## src/rtl/dag_unit.sv

```systemverilog
module dag_unit #(
  parameter int AW    = 24,
  parameter int NSETS = 4,
  parameter int IMMW  = 16,
  parameter int PAGEW = 8
) (
  input  logic                     clk,
  input  logic                     rst_n,
  input  logic                     op_valid,
  input  logic [2:0]               op_mode,
  input  logic [$clog2(NSETS)-1:0] op_sel,
  input  logic [IMMW-1:0]          op_imm,
  input  logic                     wr_en,
  input  logic [1:0]               wr_kind,
  input  logic [$clog2(NSETS)-1:0] wr_sel,
  input  logic [AW-1:0]            wr_data,
  output logic [AW-1:0]            addr_out,
  output logic [AW-1:0]            index_next
);
  localparam int OFFW = AW - PAGEW;
  localparam logic [2:0] M_IND = 3'd0, M_OFS = 3'd1, M_PREG = 3'd2, M_PIMM = 3'd3, M_BREV = 3'd4;

  logic [NSETS-1:0][AW-1:0] idx_q, mod_q, len_q, base_q;

  logic [AW-1:0] cur_i, cur_m, cur_l, cur_b, imm_ext, step, sum, wrapped;
  logic [OFFW-1:0] rev_off;
  logic [AW:0] limit;
  logic circ, upd;

  assign cur_i   = idx_q[op_sel];
  assign cur_m   = mod_q[op_sel];
  assign cur_l   = len_q[op_sel];
  assign cur_b   = base_q[op_sel];
  assign imm_ext = {{(AW-IMMW){op_imm[IMMW-1]}}, op_imm};
  assign step    = (op_mode == M_PIMM) ? imm_ext : cur_m;
  assign sum     = cur_i + step;
  assign limit   = {1'b0, cur_b} + {1'b0, cur_l};
  assign circ    = (op_mode == M_PREG || op_mode == M_PIMM) && (cur_l != '0);
  assign upd     = (op_mode == M_PREG) || (op_mode == M_PIMM) || (op_mode == M_BREV);

  assign wrapped = ({1'b0, sum} >= limit) ? sum - cur_l :
                   (sum < cur_b)          ? sum + cur_l : sum;

  for (genvar k = 0; k < OFFW; k++) begin : g_rev
    assign rev_off[k] = cur_i[OFFW-1-k];
  end

  assign index_next = !upd ? cur_i : (circ ? wrapped : sum);
  assign addr_out   = (op_mode == M_OFS)  ? cur_i + imm_ext :
                      (op_mode == M_BREV) ? {cur_i[AW-1:OFFW], rev_off} : cur_i;

  for (genvar s = 0; s < NSETS; s++) begin : g_set
    wire hit = wr_en && (wr_sel == s);
    always_ff @(posedge clk) begin
      if (!rst_n) begin
        idx_q[s]  <= '0;
        mod_q[s]  <= '0;
        len_q[s]  <= '0;
        base_q[s] <= '0;
      end else begin
        if (hit && wr_kind == 2'd0)                  idx_q[s] <= wr_data;
        else if (op_valid && upd && op_sel == s)     idx_q[s] <= index_next;
        if (hit && wr_kind == 2'd1) mod_q[s]  <= wr_data;
        if (hit && wr_kind == 2'd2) len_q[s]  <= wr_data;
        if (hit && wr_kind == 2'd3) base_q[s] <= wr_data;
      end
    end
  end
endmodule

```

## config.mk

```make
export PLATFORM = sky130hd
export DESIGN_NAME = dag_unit
export DESIGN_NICKNAME = d
export VERILOG_FILES = /design/src/rtl/dag_unit.sv
export SDC_FILE = /design/constraint.sdc
export NUM_CORES = 1
export LEC_CHECK = 0
export ABC_AREA = 1
export BUFFER_PORTS_ARGS = -buffer_cell sky130_fd_sc_hd__buf_2
export CELL_PAD_IN_SITES_DETAIL_PLACEMENT = 1
export CELL_PAD_IN_SITES_GLOBAL_PLACEMENT = 1
export CORE_MARGIN = 8
export CORE_UTILIZATION = 46
export DETAILED_ROUTE_END_ITERATION = 10
export PLACE_DENSITY_LB_ADDON = 0.12
export RECOVER_POWER = 25
export REMOVE_ABC_BUFFERS = 1
export SLEW_MARGIN = 20
export SYNTH_ARGS = -nofsm -noshare
export SYNTH_HDL_FRONTEND = slang
export SYNTH_SLANG_ARGS = --single-unit
export TNS_END_PERCENT = 1
```

## constraint.sdc

```tcl
create_clock -name clk -period 6.9 [get_ports clk]
set_clock_uncertainty 0.15 [all_clocks]
set_input_delay 0.345 -clock clk [delete_from_list [all_inputs] [get_ports clk]]
set_output_delay 0.345 -clock clk [all_outputs]
set_load 0.1 [all_outputs]
```

== Word level (Yosys, flattened, before mapping) ==
Index checks and enable logic that the tools add are counted.
Cells by class
  magnitude comparators: 3
  multiplexer cells: 23
  reduce and logical (&&, ||, !) cells: 36
  $add $sub $neg: 5
  eq/ne operators: 13
Operators by type and width (number)
  24-bit two-way mux: 18
  24-bit binary-select mux with 2-bit select: 4
  24-bit adder: 3
  1-bit logical AND: 26
  24-bit by 24-bit adder with 25-bit output: 1
  24-bit by 25-bit >= comparator with 1-bit output: 1
  24-bit less-than comparator: 1
  24-bit nonzero test: 1
  24-bit subtractor: 1
  16-bit two-way mux: 1
  2-bit == test (second input constant): 6
  2-bit nonzero test: 4
  2-bit by 1-bit == test with 1-bit output (second input constant): 3
  3-bit by 2-bit == test with 1-bit output (second input constant): 2
  2-bit zero test: 3
  3-bit by 1-bit == test with 1-bit output (second input constant): 1
  3-bit == test (second input constant): 1
  2-bit by 3-bit less-than comparator with 1-bit output (second input constant): 1
  1-bit logical OR: 2
Storage, ports and cells
  bits in registers: 384
  output and inout port bits: 48
  input port bits: 53
  word-level logic and storage cells: 96

== Logic depth before layout (Yosys ltp) ==
  depth after elaboration: 11
  gate-level depth with buffers: 44
  gate-level depth less buffers: 39

== Worst setup path before layout ==
No wires, ideal clock.
  path kind: input-to-output
  start point: input op_sel[0]
  end point: output index_next[19]
  cell stages on the path: 38
  arrival time: 7308 ps
  data required time: 6405 ps
  path buffers: 6
  setup slack: -903 ps
  cells stage by stage: buf_2 > nor2_2 > clkbuf_1 > buf_1 > buf_1 > a221oi_1 > inv_1 > ha_1 > a21oi_1 > nand2_1 > nand2_1 > o211ai_1 > a21oi_1 > inv_1 > a21oi_1 > o21ai_0 > a21oi_1 > nor3_1 > (+2 left out) > xnor2_1 > ha_1 > nand4_1 > nor3_1 > nand3_1 > nor2_1 > nand3_1 > nor2_1 > nand3_1 > nand2_1 > inv_2 > nand2_2 > buf_6 > buf_6 > nand2_1 > nand3_1 > nand2_1 > a21boi_0
Between the ends
  cells in the longest elaborated chain, start to end: 9
  elaborated cells on any way between the ends: 21
  those cells by class: 4 x add/sub; 2 x order compare; 13 x mux; 2 x reduce/logical
Ends and longest elaborated chain
  start, declared: RTL line 11  | input logic [$clog2(NSETS)-1:0] op_sel,
  24-bit binary-select mux with 2-bit select: RTL line 31  | assign cur_m = mod_q[op_sel];
  24-bit two-way mux (implied by the code): RTL line 31
  24-bit two-way mux: RTL line 35  | assign step = (op_mode == M_PIMM) ? imm_ext : cur_m;
  24-bit adder: RTL line 36  | assign sum = cur_i + step;
  24-bit adder / 24-bit less-than comparator (equally long branches): RTL line 42  | (sum < cur_b) ? sum + cur_l : sum;
  24-bit two-way mux: RTL line 42
  24-bit two-way mux: RTL line 41  | assign wrapped = ({1'b0, sum} >= limit) ? sum - cur_l :
  24-bit two-way mux: RTL line 48  | assign index_next = !upd ? cur_i : (circ ? wrapped : sum);
  24-bit two-way mux (*): RTL line 48
  end, declared: RTL line 18  | output logic [AW-1:0] index_next
Mark *: on every way between the ends. The rest lies on a longest branch, timed or not. The select of a mux whose other input is x is not followed.

== Worst setup path after layout ==
  start point: register idx_q[0] in the netlist's numbering
  end point: output index_next[15]
Between the ends
  cells in the longest elaborated chain, start to end: 8
  elaborated cells on any way between the ends: 11
  those cells by class: 3 x add/sub; 2 x order compare; 6 x mux
Ends and longest elaborated chain
  start, declared: RTL line 23  | logic [NSETS-1:0][AW-1:0] idx_q, mod_q, len_q, base_q;
  start signal, assigned by index: RTL line 61  | if (hit && wr_kind == 2'd0) idx_q[s] <= wr_data;
  start signal, assigned by index: RTL line 62  | else if (op_valid && upd && op_sel == s) idx_q[s] <= index_next;
  24-bit binary-select mux with 2-bit select (*): RTL line 30  | assign cur_i = idx_q[op_sel];
  24-bit two-way mux (implied by the code) (*): RTL line 30
  24-bit adder (*): RTL line 36
  24-bit adder / 24-bit less-than comparator (equally long branches): RTL line 42
  24-bit two-way mux: RTL line 42
  24-bit two-way mux: RTL line 41
  24-bit two-way mux (*) (2 in a row): RTL line 48
Marks and branches as above.

==> metrics.md <==
| Metric | Value |
|---|---|
| Final hold violation count | `0` |
| Internal | `4.02 mW` |
| Placed Instances | `4576` |
| Part of the power in registers | `0.370` |
| Core region area | `54900 sq um` |
| Max-cap violations | `1` |
| Root Driver | `clkbuf_16` |
| Worst-path maximum fanout | `7` |
| Final Critical Period | `6.64 ns` |
| Post-synth design cell area | `25400 sq um` |
| Slew HR | `-3.07` |
| Initial DRT Pass Iterations | `6` |
| Rows | `86` |
| Clock Latency Late Sink | `0.56 ns` |
| CP Data Arrival Time | `between 6 and 7 ns` |
| Overflow left after global routing | `0` |
| Logic pwr share | `0.279` |
| Largest net degree at the start of global routing | `around 180` |
| Cells after Synth | `about 3800` |
| Final Wtd Congestion | `0.985` |
| First-pass GRT wire length | `173000 um` |
| Slew @ Worst Pin | `just over 6 ns` |
| Fillers | `7282` |
| Max Freq | `151 MHz` |
| Psw | `between 2 and 2.5 mW` |
| Initial Util | `0.463` |
| Most used cell, CP | `buf_4` |
| Share of cells above drive strength 1 | `0.110` |
| Worst path slowest cell | `fa_2` |
| Hold Crit Class | `in -> reg` |
| Run status | `complete, but fails checks` |
| Pwr/cell area | `approximately 210 nW/um^2` |
| Cell family with the largest share of critical-path delay | `compound AO/OA/AOI/OAI gates` |
| Worst Path Required | `between 6 and 7 ns` |
| CTS tree | `done` |
| NumNets Final | `4145` |
| Syn Area/Cell | `about 6.6 sq um` |
| Vias per std cell | `6.10` |
| Leakage | `13.2 nW` |
| WL final | `115000 um` |
| Most common cell in the synthesized netlist | `nand2_1` |
| R2R depth | `29` |
| End-of-flow core utilization | `0.533` |
| Sw Share | `0.351` |
| Vias in the first global route | `29200` |
| Initial drt markers | `2340` |
| H-tree depth | `2` |
| CP endpoint kind | `output pin` |
| Clock Power Share | `0.351` |
| Die X | `251 um` |
| Crit Path Class | `reg -> out` |
| CTS sink count | `384` |
| Post-synth cell types | `52` |
| Global Route Usage Sum | `0.348` |
| CP startpoint kind | `register` |
| Cell Count, Final, Fillers Out | `4661` |
| Violated checks | `max-capacitance violations, max-slew violations` |
| FF+latch count, synth | `between 300 and 400` |
| Syn. warnings | `0` |
| IO Port Bufs | `100` |
| Synth top cells by count | `nand2_1 (697), a21oi_1 (573), inv_1 (481)` |
| P&R area growth vs syn | `15.3%` |
| Final Max Slew Viols | `176` |
| Worst hold stages | `3` |
| Main synth FF type | `dfxtp_1` |
| Reg clk slew, reported paths | `0.07 ns` |
| Via count | `28400` |
| Setup TNS | `0 ns` |
| Largest area contributor in the netlist | `dfxtp_1` |
| I/O pin cnt | `101` |
| Die Area | `63000 sq um` |
| Synth async-reset ratio | `0` |
| Tcrit/Tclk final | `0.962` |
| Die Y | `251 um` |
| Crit. path cell count | `26` |
| Yosys top cell area share | `0.303` |
| Post-route ant nets | `0` |
| Drt drc | `0` |
| Setup Viol. Count Final | `0` |
| Post-DP HPWL | `roughly 85000 um` |
| Initial antenna violation count | `1` |
| Synth area leaders | `dfxtp_1 (30%), a21oi_1 (11%), nand2_1 (10%)` |
| Largest stage delay, worst path | `roughly 0.45 ns` |
| Number of synthesized flops with an enable pin | `0` |
| Seq/Total Area, Yosys | `0.303` |
| CTS Buf Count | `38` |
| Max VDD drop | `about 0.00021 V` |
| Hold WS | `~0.021 ns` |
| # diodes | `0` |
| DR WL/cell | `roughly 25 um` |
| WP buf/inv | `7` |
| Deepest clock path buffer count | `3` |
-- routing by layer --
metal	vias to the layer above	track usage	routed length, um
li1	13000	-	-
met1	14000	0.460	48800
met2	1103	0.568	52600
met3	261	0.0460	8440
met4	2	0.143	4990
met5	-	0	13
-- placed cells by master, fill, tap and decap left out, types with 7 or more instances in the layout --
cell type / count
nor3_1: 22
nor2_1: 160
o21ai_2: 7
o21ai_0: 404
o21a_1: 23
nand2_1: 695
a31oi_1: 9
clkbuf_16: 38
and2_1: 20
nand2_2: 16
a221oi_2: 7
inv_2: 14
buf_4: 168
dlygate4sd3_1: 17
a22o_1: 8
a22oi_1: 57
a21oi_1: 569
inv_1: 480
buf_12: 32
nand3_1: 202
xor2_1: 68
a221oi_1: 12
o21bai_1: 11
o22ai_1: 88
a21boi_0: 12
buf_2: 75
clkbuf_8: 9
nand4_1: 48
dfxtp_1: 384
ha_1: 158
nor2_2: 19
xnor2_1: 21
-- cell families after synthesis --
family / Yosys count / synth area share
DFF: 384 / 0.303
xor gates and xnor gates: 90 / 0.0310
buffers and inverters: 730 / 0.111
adders and majority gates: 163 / 0.0818
AOI/OAI and AO/OA: 1249 / 0.272
and+or+nand+nor: 1209 / 0.202
-- metrics by stage --
stage	worst slack, ns	power, mW	instance area [sq um]
global placement	0.148	3.95	27700
CTS	0.0318	6.14	29200
finish	0.259	6.19	29300
detailed placement	0.109	3.99	27700
floorplan	-2.79	3.31	24500
global route	-0.0296	6.39	29300
-- state kept, by name (all words and copies together) (netlist names) --
| name | cells |
|---|---|
| base_q | 96 |
| idx_q | 96 |
| len_q | 96 |
| mod_q | 96 |
-- worst reg2reg max path: cells and delay by family, from the launching register on --
| family | cells | cell delay, ns |
|---|---|---|
| simple gates | 10 | 1.10 |
| flops | 1 | 0.30 |
| fa+ha+maj | 3 | 1.10 |
| xor+xnor | 2 | 0.39 |
| compound gates | 8 | 1.80 |
| buf+inv | 6 | 1.07 |
-- power by group through the flow --
| stage | sequential [mW] | combinational (mW) | clock [mW] |
|---|---|---|---|
| after floorplan | 2.33 | 0.982 | 0 |
| after global placement | 2.33 | 1.61 | 0 |
| after detailed placement | 2.34 | 1.65 | 0 |
| after CTS | 2.29 | 1.67 | 2.18 |
| after global routing | 2.29 | 1.84 | 2.26 |
| final | 2.29 | 1.73 | 2.17 |
-- final cells by class --
cell class                      count  area, sq um  area share
Multi-Input combinational cell   2711        15100       0.515
Clock buffer                       50         1090      0.0371
Sequential cell                   384         7690       0.263
Clock inverter                     18          204     0.00697
Timing Repair Buffer              294         2470      0.0842
Tap cell                          704          881      0.0301
Inverter                          500         1890      0.0644
-- repair_timing --
| item | in CTS | in global routing |
|---|---|---|
| buffers inserted | 0 | 0 |
| hold endpoints to repair | 17 | 0 |
| endpoints found under the setup margin | 5 | 24 |
| gates resized for setup | 1 | 30 |
| hold buffers | 17 | 0 |
-- final timing paths --
kind                             startpoint        endpoint  slack [ns]
worst min-delay path            wr_data[13]      base_q[13]        0.02
worst min register to register    base_q[3]       base_q[3]        0.31
worst max-delay path               idx_q[0]  index_next[15]        0.26
worst max register to register     idx_q[0]       idx_q[13]        0.81
(Power assumes the default switching activity.)
